<file path="config.mk">
export PLATFORM = sky130hd
export DESIGN_NAME = bcr_regbank
export DESIGN_NICKNAME = d
export VERILOG_FILES = /design/src/rtl/bcr_pkg.sv /design/src/rtl/bcr_decode.sv /design/src/rtl/bcr_inst.sv /design/src/rtl/bcr_rdport.sv /design/src/rtl/bcr_regbank.sv
export SDC_FILE = /design/constraint.sdc
export NUM_CORES = 1
export LEC_CHECK = 0
export ABC_AREA = 1
export BUFFER_PORTS_ARGS = -buffer_cell sky130_fd_sc_hd__buf_2
export CORE_ASPECT_RATIO = 2
export CORE_MARGIN = 2
export CORE_UTILIZATION = 28
export CTS_CLUSTER_SIZE = 28
export DETAILED_ROUTE_END_ITERATION = 8
export GPL_TIMING_DRIVEN = 0
export SLEW_MARGIN = 20
export SYNTH_ARGS = -nofsm -noshare
export SYNTH_HDL_FRONTEND = slang
export SYNTH_SLANG_ARGS = --single-unit
</file>
<file path="constraint.sdc">
create_clock -name clk -period 1.6 [get_ports clk]
set_clock_uncertainty 0.15 [all_clocks]
set_input_delay 0.08 -clock clk [delete_from_list [all_inputs] [get_ports clk]]
set_output_delay 0.08 -clock clk [all_outputs]
set_load 0.03 [all_outputs]
</file>
<file path="src/rtl/bcr_pkg.sv">
package bcr_pkg;

  localparam int unsigned BCR_INST_W = 2;

  typedef enum logic {
    REG_MODE = 1'b0,
    REG_RATE = 1'b1
  } bcr_reg_e;

  typedef struct packed {
    logic                  hit;
    logic                  bcast;
    logic [BCR_INST_W-1:0] inst;
    bcr_reg_e              rsel;
  } bcr_dec_t;

endpackage

</file>
<file path="src/rtl/bcr_decode.sv">
module bcr_decode
  import bcr_pkg::*;
#(
  parameter int unsigned ADDR_W   = 32,
  parameter int unsigned INST_LSB = 24,
  parameter int unsigned N_INST   = 3,
  parameter int unsigned MODE_OFS = 0,
  parameter int unsigned RATE_OFS = 4
) (
  input  logic [ADDR_W-1:0] addr,
  output bcr_dec_t          dec
);

  localparam int unsigned         UPPER_LSB  = INST_LSB + BCR_INST_W;
  localparam logic [BCR_INST_W-1:0] BCAST_CODE = '1;
  localparam logic [INST_LSB-1:0] MODE_OFS_L = MODE_OFS[INST_LSB-1:0];
  localparam logic [INST_LSB-1:0] RATE_OFS_L = RATE_OFS[INST_LSB-1:0];

  logic [BCR_INST_W-1:0] sel;
  logic [INST_LSB-1:0]   ofs;
  logic                  upper_clear;
  logic                  is_bcast;
  logic                  inst_valid;
  logic                  ofs_mode;
  logic                  ofs_rate;

  always_comb begin
    sel         = addr[INST_LSB +: BCR_INST_W];
    ofs         = addr[INST_LSB-1:0];
    upper_clear = (addr[ADDR_W-1:UPPER_LSB] == '0);
    is_bcast    = (sel == BCAST_CODE);
    inst_valid  = is_bcast || (32'(sel) < N_INST);
    ofs_mode    = (ofs == MODE_OFS_L);
    ofs_rate    = (ofs == RATE_OFS_L);

    dec.hit   = upper_clear && inst_valid && (ofs_mode || ofs_rate);
    dec.bcast = is_bcast;
    dec.inst  = is_bcast ? '0 : sel;
    dec.rsel  = ofs_rate ? REG_RATE : REG_MODE;
  end

endmodule

</file>
<file path="src/rtl/bcr_inst.sv">
module bcr_inst #(
  parameter int unsigned DATA_W = 8,
  parameter int unsigned MODE_W = 3,
  parameter int unsigned RATE_W = 8
) (
  input  logic              clk,
  input  logic              rst_n,
  input  logic              mode_we,
  input  logic              rate_we,
  input  logic [DATA_W-1:0] wdata,
  output logic [MODE_W-1:0] mode_q,
  output logic [RATE_W-1:0] rate_q
);

  logic [MODE_W-1:0] mode_d;
  logic [RATE_W-1:0] rate_d;

  always_comb begin
    mode_d = mode_q;
    rate_d = rate_q;
    if (mode_we) mode_d = wdata[MODE_W-1:0];
    if (rate_we) rate_d = wdata[RATE_W-1:0];
  end

  always_ff @(posedge clk or negedge rst_n) begin
    if (!rst_n) begin
      mode_q <= '0;
      rate_q <= '0;
    end else begin
      if (mode_we) mode_q <= mode_d;
      if (rate_we) rate_q <= rate_d;
    end
  end

endmodule

</file>
<file path="src/rtl/bcr_rdport.sv">
module bcr_rdport
  import bcr_pkg::*;
#(
  parameter int unsigned N_INST = 3,
  parameter int unsigned DATA_W = 8,
  parameter int unsigned MODE_W = 3,
  parameter int unsigned RATE_W = 8
) (
  input  logic                     clk,
  input  logic                     rst_n,
  input  logic                     rd,
  input  logic                     acc,
  input  bcr_dec_t                 dec,
  input  logic [N_INST*MODE_W-1:0] mode_all,
  input  logic [N_INST*RATE_W-1:0] rate_all,
  output logic [DATA_W-1:0]        rdata,
  output logic                     err
);

  logic [MODE_W-1:0] mode_sel;
  logic [RATE_W-1:0] rate_sel;
  logic [DATA_W-1:0] value;
  logic [DATA_W-1:0] rdata_d;
  logic              err_d;

  always_comb begin
    mode_sel = '0;
    rate_sel = '0;
    for (int k = 0; k < N_INST; k++) begin
      if (32'(dec.inst) == k) begin
        mode_sel = mode_all[k*MODE_W +: MODE_W];
        rate_sel = rate_all[k*RATE_W +: RATE_W];
      end
    end
    if (dec.rsel == REG_RATE) value = {{(DATA_W-RATE_W){1'b0}}, rate_sel};
    else                      value = {{(DATA_W-MODE_W){1'b0}}, mode_sel};
    rdata_d = dec.hit ? value : '0;
    err_d   = acc && !dec.hit;
  end

  always_ff @(posedge clk or negedge rst_n) begin
    if (!rst_n) begin
      rdata <= '0;
      err   <= 1'b0;
    end else begin
      if (rd) rdata <= rdata_d;
      err <= err_d;
    end
  end

endmodule

</file>
<file path="src/rtl/bcr_regbank.sv">
module bcr_regbank
  import bcr_pkg::*;
#(
  parameter int unsigned ADDR_W   = 32,
  parameter int unsigned DATA_W   = 8,
  parameter int unsigned N_INST   = 3,
  parameter int unsigned MODE_W   = 3,
  parameter int unsigned RATE_W   = 8,
  parameter int unsigned INST_LSB = 24,
  parameter int unsigned MODE_OFS = 0,
  parameter int unsigned RATE_OFS = 4
) (
  input  logic                     clk,
  input  logic                     rst_n,
  input  logic [ADDR_W-1:0]        bus_addr,
  input  logic                     bus_wr,
  input  logic                     bus_rd,
  input  logic [DATA_W-1:0]        bus_wdata,
  output logic [DATA_W-1:0]        bus_rdata,
  output logic                     bus_err,
  output logic [N_INST*MODE_W-1:0] mode_q,
  output logic [N_INST*RATE_W-1:0] rate_q
);

  logic [1:0] rst_pipe;
  logic       core_rst_n;

  always_ff @(posedge clk or negedge rst_n) begin
    if (!rst_n) rst_pipe <= 2'b00;
    else        rst_pipe <= {rst_pipe[0], 1'b1};
  end
  assign core_rst_n = rst_pipe[1];

  bcr_dec_t dec;

  bcr_decode #(
    .ADDR_W  (ADDR_W),
    .INST_LSB(INST_LSB),
    .N_INST  (N_INST),
    .MODE_OFS(MODE_OFS),
    .RATE_OFS(RATE_OFS)
  ) u_decode (
    .addr(bus_addr),
    .dec (dec)
  );

  logic [BCR_INST_W-1:0] wr_sel;
  assign wr_sel = bus_addr[INST_LSB +: BCR_INST_W];

  for (genvar g = 0; g < N_INST; g++) begin : g_inst
    logic targeted;
    logic mode_we;
    logic rate_we;

    always_comb begin
      targeted = bus_wr && dec.hit && (dec.bcast || (32'(wr_sel) == g));
      mode_we  = targeted && (dec.rsel == REG_MODE);
      rate_we  = targeted && (dec.rsel == REG_RATE);
    end

    bcr_inst #(
      .DATA_W(DATA_W),
      .MODE_W(MODE_W),
      .RATE_W(RATE_W)
    ) u_inst (
      .clk    (clk),
      .rst_n  (core_rst_n),
      .mode_we(mode_we),
      .rate_we(rate_we),
      .wdata  (bus_wdata),
      .mode_q (mode_q[g*MODE_W +: MODE_W]),
      .rate_q (rate_q[g*RATE_W +: RATE_W])
    );
  end

  bcr_rdport #(
    .N_INST(N_INST),
    .DATA_W(DATA_W),
    .MODE_W(MODE_W),
    .RATE_W(RATE_W)
  ) u_rdport (
    .clk     (clk),
    .rst_n   (core_rst_n),
    .rd      (bus_rd),
    .acc     (bus_rd || bus_wr),
    .dec     (dec),
    .mode_all(mode_q),
    .rate_all(rate_q),
    .rdata   (bus_rdata),
    .err     (bus_err)
  );

endmodule

</file>
==> out/results.txt, run 1 <==
H-tree levels: 2
Vias in the first global route: 2510
Die area: 9078 um^2
Clock Latency Late Sink: 0.29 ns
Height of the chip: 132.8 um
Status: finished clean
WL met1: 2.550 mm
Root Buffer: clkbuf_16
Fill cells: 858
Worst rel slew slack: 0.6662
Final setup violation count: 0
Tcrit/Tclk final: 0.9039
Final WL: 7.403 mm
Total of max-cap violations: 0
VDD IR max: 0.6650 mV
Req. time, crit path: 1.63 ns
Worst Path Max Fanout: 8
Net Count, Synth: 340
Crit start category: input port
GRT Total Usage: 0.1775
Yosys reg bits: 44
Largest net degree at the start of global routing: 29
Placed cell area: 2885 um^2
Crit Path Category: in -> reg
Placed Cells: 476
Initial drt markers: 85
Critical path arrival: 1.47 ns
Initial core utilization: 0.2839
Syn Inst Count: 293
# DRC: 0
Avg WL per Cell: 14.93 um
Crit Reg-Reg Endpoint: u_rdport.rdata[2]$_DFFE_PN0P_
Final hold viol count: 0
Via count: 2431
Sequential element share of the synthesized area: 0.4744
Routed wl met2: 4.200 mm
1st-pass router iterations: 6
Hold Crit Class: reg -> async
Reg2reg setup slack: 0.42 ns
Worst reg2reg startpoint: g_inst[1].u_inst.mode_q[2]$_DFFE_PN0P_
Final Slew Violations: 0
Initial antenna violation count: 0
Clock Tree Buf Depth: 2
Top Ports: 86
Reg2Reg Depth: 6
Reg clk slew, reported paths: 0.06 ns
Setup TNS: 0 ns
Gp weighted congestion: 0.8589
Overflow left after global routing: 0
Most common cell after layout, fill and taps aside: nand2_1
Yosys Warn Count: 0
Die W: 68.38 um
First-pass GRT wire length: 12.13 mm
Mapped Avg Cell Area: 7.921 um^2
Area grow syn2layout: 35.80%
CP endpoint kind: register
Unrepaired setup endpoints after global routing: false
Final worst slack: 0.1537 ns
Layout cells sized above 1: 0.2940
CTS sink cnt: 44
Pleak: 1.757 nW
Rows: 47
Non-filler cells, final: 496
Synth cell types: 25
Cts bufs inserted: 5
Nets: 444
Number of buffers added on ports: 84
Most frequent cells in the layout: nand2_1 (105), buf_2 (87), dfrtp_1 (43)
Post-DP HPWL: 5.744 mm
Metal3 WL: 360 um
Via-to-Cell Ratio: 4.901
Post-route cell area: 3152 um^2
Number of diodes: 0
Post-Place Worst Slack: -0.4506 ns
Worst-margin pin slew: 0.5007 ns
Core area: 8174 um^2
Top Layer Used: met4
Fmax: 691.4 MHz
Routed Antenna Nets: 0
Post-synthesis cell area: 2321 um^2
TritonCTS clock tree: yes
Final min period: 1.446 ns
Power per Cell Area: 745.1 nW/um^2
==> sequential cells by signal, summed over array words and instances, names as in the netlist <==
name and flops:
u_rdport.err 1, g_inst.u_inst.mode_q 9, rst_pipe 2, u_rdport.rdata 8, g_inst.u_inst.rate_q 24
==> area by class of cell <==
type / instances / area [um^2] / area share
multi-input combinational: 224 / 1090 / 0.3458
clock buffer: 6 / 128.9 / 0.04089
clock inverter: 2 / 12.51 / 0.003970
inverter: 9 / 33.78 / 0.01072
tap: 98 / 122.6 / 0.03890
sequential: 44 / 1102 / 0.3497
timing repair buffer: 97 / 558.0 / 0.1771
buffer: 16 / 103.9 / 0.03295
==> layer usage <==
metal,vias up,global-route usage
met4,0,0.1000
met1,1138,0.1821
met2,82,0.3162
met3,23,0.03316
met5,-,0
li1,1188,-
==> worst max path at each step <==
stage	startpoint	end	slack [ns]	cells after the start
after floorplan	rst_pipe[1]$_DFF_PN0_	g_inst[0].u_inst.mode_q[0]$_DFFE_PN0P_	0.13	0
after global placement	bus_addr[24]	g_inst[0].u_inst.rate_q[7]$_DFFE_PN0P_	-0.43	7
after detailed placement	bus_addr[24]	g_inst[0].u_inst.rate_q[6]$_DFFE_PN0P_	-0.45	7
after CTS	bus_addr[24]	u_rdport.rdata[2]$_DFFE_PN0P_	0.06	10
after global routing	bus_rd	u_rdport.rdata[2]$_DFFE_PN0P_	0.03	6
final	bus_addr[13]	g_inst[1].u_inst.rate_q[4]$_DFFE_PN0P_	0.15	9
==> cell usage after synthesis <==
library cell  number  area, um^2
buf_6              3       33.78
o211ai_1           5       37.54
ha_1               3       37.54
conb_1             1       3.750
nand4_4            1       21.27
a21oi_1            1       5.000
nand2_2            2       12.51
nand4_1           27       168.9
nand2_4            1       11.26
nor2_1            23       86.33
nand3b_1           1       7.510
buf_4              4       30.03
inv_1              8       30.03
or2_0              1       6.260
clkbuf_1           6       22.52
nor2_4             2       22.52
nand3_1           35       175.2
nor3_4             1       16.27
nand2_1          105       394.1
nor2_2             3       18.77
o21ai_0           11       55.05
dfrtp_1           44        1101
nor3_1             1       5.000
clkinv_1           1       3.750
buf_2              3       15.01
==> through the flow <==
step                      hold WS [ns]    util  total power, mW
after floorplan                -0.3656       -            1.233
after global placement         -0.2838  0.3504            1.332
after detailed placement       -0.2827  0.3530            1.343
after CTS                      0.04276  0.3847            2.381
after global routing           0.06327  0.3856            2.451
final                          0.03219  0.3856            2.348
==> what timing repair did <==
| item | CTS | global route |
|---|---|---|
| setup endpoints to repair | 8 | 4 |
| buffers inserted | 1 | 0 |
| hold endpoints to repair | 39 | 0 |
| hold buffers | 11 | 0 |
| resized for setup | 0 | 5 |
| pin swaps | 1 | 0 |
==> cell families after synthesis <==
group | Yosys count | synth area share
simple gates | 203 | 0.4075
flops | 44 | 0.4744
buf+inv | 25 | 0.05822
compound gates | 17 | 0.04205
fa+ha+maj | 3 | 0.01617
other cells | 1 | 0.001616
==> report_power, final <==
part | leakage (nW) | switching, mW | internal (mW)
sequential | 0.606 | 0.00860 | 1.12
combinational | 1.08 | 0.132 | 0.0873
clock | 0.0669 | 0.427 | 0.576
total | 1.76 | 0.568 | 1.78
==> critical path: stages <==
cell and delay (ns):
buf_2 0.10, nor2_1 0.11, nand2_1 0.07, nor2_2 0.19, nand2_4 0.12, nor2_4 0.18
nand4_1 0.37, nand2_1 0.18, nand2_1 0.07
(Power assumes the default switching activity.)
==> run 2: changes to the inputs <==
==> constraint.sdc (replaced) <==
create_clock -name clk -period 1.6 [get_ports clk]
set_clock_uncertainty 0.15 [all_clocks]
set_input_delay 0 -clock clk [delete_from_list [all_inputs] [get_ports clk]]
set_output_delay 0 -clock clk [all_outputs]
set_load 0.03 [all_outputs]
==> run 2 against run 1 <==
Net effect:
- clock power is essentially flat
- global-route usage is the same
- worst hold slack lost 0.0022 ns
- setup slack lost 0.054 ns
- maximum frequency shrank 3.6%
- count of clock-buffer cells in the layout is the same
- cell area grew 0.24%
==> out/results.txt, run 2 (synthesis gave the netlist of run 1 again) <==
Status: finished clean
Clock Latency Late Sink: 0.29 ns (about the same)
Reg clk slew, reported paths: 0.06 ns (about the same)
Layout cells sized above 1: 0.2882 (-0.005749)
Die area: 9078 um^2 (unchanged)
Clock Tree Buf Depth: 2 (unchanged)
TritonCTS clock tree: yes
CP Cell Sequence: buf_2 > inv_1 > ha_1 > clkbuf_1 > nand3_1 > nand3_1 > o21ai_0 > nand2_1 > nand3_1 > nand2_1
Height of the chip: 132.8 um (unchanged)
Root Buffer: clkbuf_16
Fin util: 0.3865 (+0.0009180)
Largest net degree at the start of global routing: 29 (unchanged)
Gate power share: 0.094 (about the same)
Number of diodes: 0 (unchanged)
Final min period: 1.500 ns (+0.05389 ns)
Fill cells: 856 (-0.23%)
Switch share: 0.2425 (+0.0004511)
Avg WL per Cell: 14.93 um (about the same)
Number of buffers added on ports: 84 (unchanged)
H-tree levels: 2 (unchanged)
Worst Path Max Fanout: 10 (+2)
Top Registers: g_inst.u_inst.rate_q (24), g_inst.u_inst.mode_q (9), u_rdport.rdata (8)
Nets: 445 (+0.23%)
Overflow left after global routing: 0 (unchanged)
Crit Path Category: in -> reg
Largest delay share family, worst path: buffers and inverters
CP max stage delay: 0.49 ns (+0.12 ns)
Sw Pwr: 0.5700 mW (+0.28%)
Sequential power share: 0.479 (about the same)
Reg2Reg Depth: 6 (unchanged)
Total power draw: 2.351 mW (about the same)
First-pass GRT wire length: 12.13 mm (unchanged)
Worst reg2reg startpoint: g_inst[0].u_inst.mode_q[2]$_DFFE_PN0P_
Initial core utilization: 0.2839 (unchanged)
Critical path arrival: 1.58 ns (+0.11 ns)
Worst-margin pin slew: 0.5983 ns (+0.09757 ns)
Tcrit/Tclk final: 0.9376 (+0.03368)
Routed Antenna Nets: 0 (unchanged)
Req. time, crit path: 1.68 ns (+0.05 ns)
Post-DP HPWL: 5.744 mm (unchanged)
CP endpoint kind: register
Initial drt markers: 95 (+12%)
Slowest-stage cell, CP: clkbuf_1
Worst rel slew slack: 0.6011 (-0.06505)
Final WL: 7.418 mm (+0.20%)
Placed cell area: 2885 um^2 (unchanged)
Stages on the worst setup path: 10 (+1)
Final Slew Violations: 0 (unchanged)
Power per Cell Area: 744.0 nW/um^2 (-0.14%)
Vias in the first global route: 2510 (unchanged)
GRT Total Usage: 0.1775 (unchanged)
Setup TNS: 0 ns (unchanged)
Post-route cell area: 3159 um^2 (+0.24%)
Fin Hold WS: 0.03003 ns (-0.002157 ns)
Register with the most flip-flops: g_inst.u_inst.rate_q
Largest register FFs: 24 (unchanged)
Crit Reg-Reg Endpoint: u_rdport.rdata[2]$_DFFE_PN0P_
Rows: 47 (unchanged)
Clock network fraction of total power: 0.428 (about the same)
Final hold viol count: 0 (unchanged)
Most common cell after layout, fill and taps aside: nand2_1
Core area: 8174 um^2 (unchanged)
Reg2reg setup slack: 0.42 ns (about the same)
Die W: 68.38 um (unchanged)
Most frequent cells in the layout: nand2_1 (105), buf_2 (87), dfrtp_1 (43)
Most frequent cell on the critical path: nand3_1
Hold Crit Class: reg -> async
Crit start category: input port
CTS sink cnt: 44 (unchanged)
Pleak: 1.755 nW (about the same)
Final setup violation count: 0 (unchanged)
Via-to-Cell Ratio: 4.865 (-0.73%)
Crit path buf inv count: 3 (+2)
Top Ports: 86 (unchanged)
1st-pass router iterations: 6 (unchanged)
VDD IR max: 0.6662 mV (+0.17%)
Initial antenna violation count: 0 (unchanged)
Total of max-cap violations: 0 (unchanged)
Area grow syn2layout: 36.12%
Fmax: 666.6 MHz (-3.6%)
# DRC: 0 (unchanged)
Unrepaired setup endpoints after global routing: false
P_int: 1.781 mW (about the same)
Cts bufs inserted: 5 (unchanged)
Gp weighted congestion: 0.8589 (unchanged)
Via count: 2418 (-0.53%)
## run 2: cell count changes in the layout (fill, tap and decap cells not counted)
cell / previous run / this run
clkbuf_1: 5 / 7
clkbuf_2: 2 / 0
dlygate4sd3_1: 11 / 12
## run 2: stage by stage
step                setup slack, ns  cells
finish                      0.09985    497
global route               0.002811    497
CTS                          0.1230    497
detailed placement          -0.3706    476
global placement            -0.3676    475
floorplan                    0.1348    293
## run 2: power groups by stage
stage / registers [mW] / logic [mW] / clock network [mW]
detailed placement: 1.15 / 0.197 / 0
global placement: 1.16 / 0.174 / 0
CTS: 1.13 / 0.220 / 1.04
finish: 1.13 / 0.220 / 1.01
global route: 1.13 / 0.244 / 1.08
floorplan: 1.16 / 0.0773 / 0
## run 2: what timing repair did
item                                    CTS  global route
resized for setup                         0             1
endpoints found under the setup margin    8             2
hold endpoints to repair                 41             0
buffers inserted                          1             0
pin swaps                                 1             0
hold buffers                             12             0
## run 2: layout make-up
type / instances / area (um^2) / area share
Tap cell: 98 / 122.6 / 0.03881
Timing Repair Buffer: 98 / 568.0 / 0.1798
Inverter: 9 / 33.78 / 0.01069
Multi-Input combinational cell: 224 / 1090 / 0.3450
Clock buffer: 6 / 128.9 / 0.04079
Sequential cell: 44 / 1102 / 0.3489
Clock inverter: 2 / 12.51 / 0.003960
Buffer: 16 / 101.3 / 0.03208
## run 2: per-layer routing
| layer | GRT usage | wire (um) |
|---|---|---|
| met1 | 0.1821 | 2599 |
| met2 | 0.3162 | 4159 |
| met3 | 0.03316 | 352 |
| met4 | 0.1000 | 306 |
| met5 | 0 | 0 |
## run 2: worst max path at each step
stage	slack (ns)	endpoint	from
after global routing	0.003	u_rdport.rdata[1]$_DFFE_PN0P_	bus_addr[24]
after global placement	-0.37	g_inst[2].u_inst.mode_q[2]$_DFFE_PN0P_	rst_pipe[1]$_DFF_PN0_
after CTS	0.12	g_inst[2].u_inst.mode_q[2]$_DFFE_PN0P_	bus_wr
after floorplan	0.13	g_inst[0].u_inst.mode_q[0]$_DFFE_PN0P_	rst_pipe[1]$_DFF_PN0_
after detailed placement	-0.37	g_inst[0].u_inst.rate_q[6]$_DFFE_PN0P_	bus_addr[24]
final	0.1	u_rdport.rdata[2]$_DFFE_PN0P_	bus_addr[24]
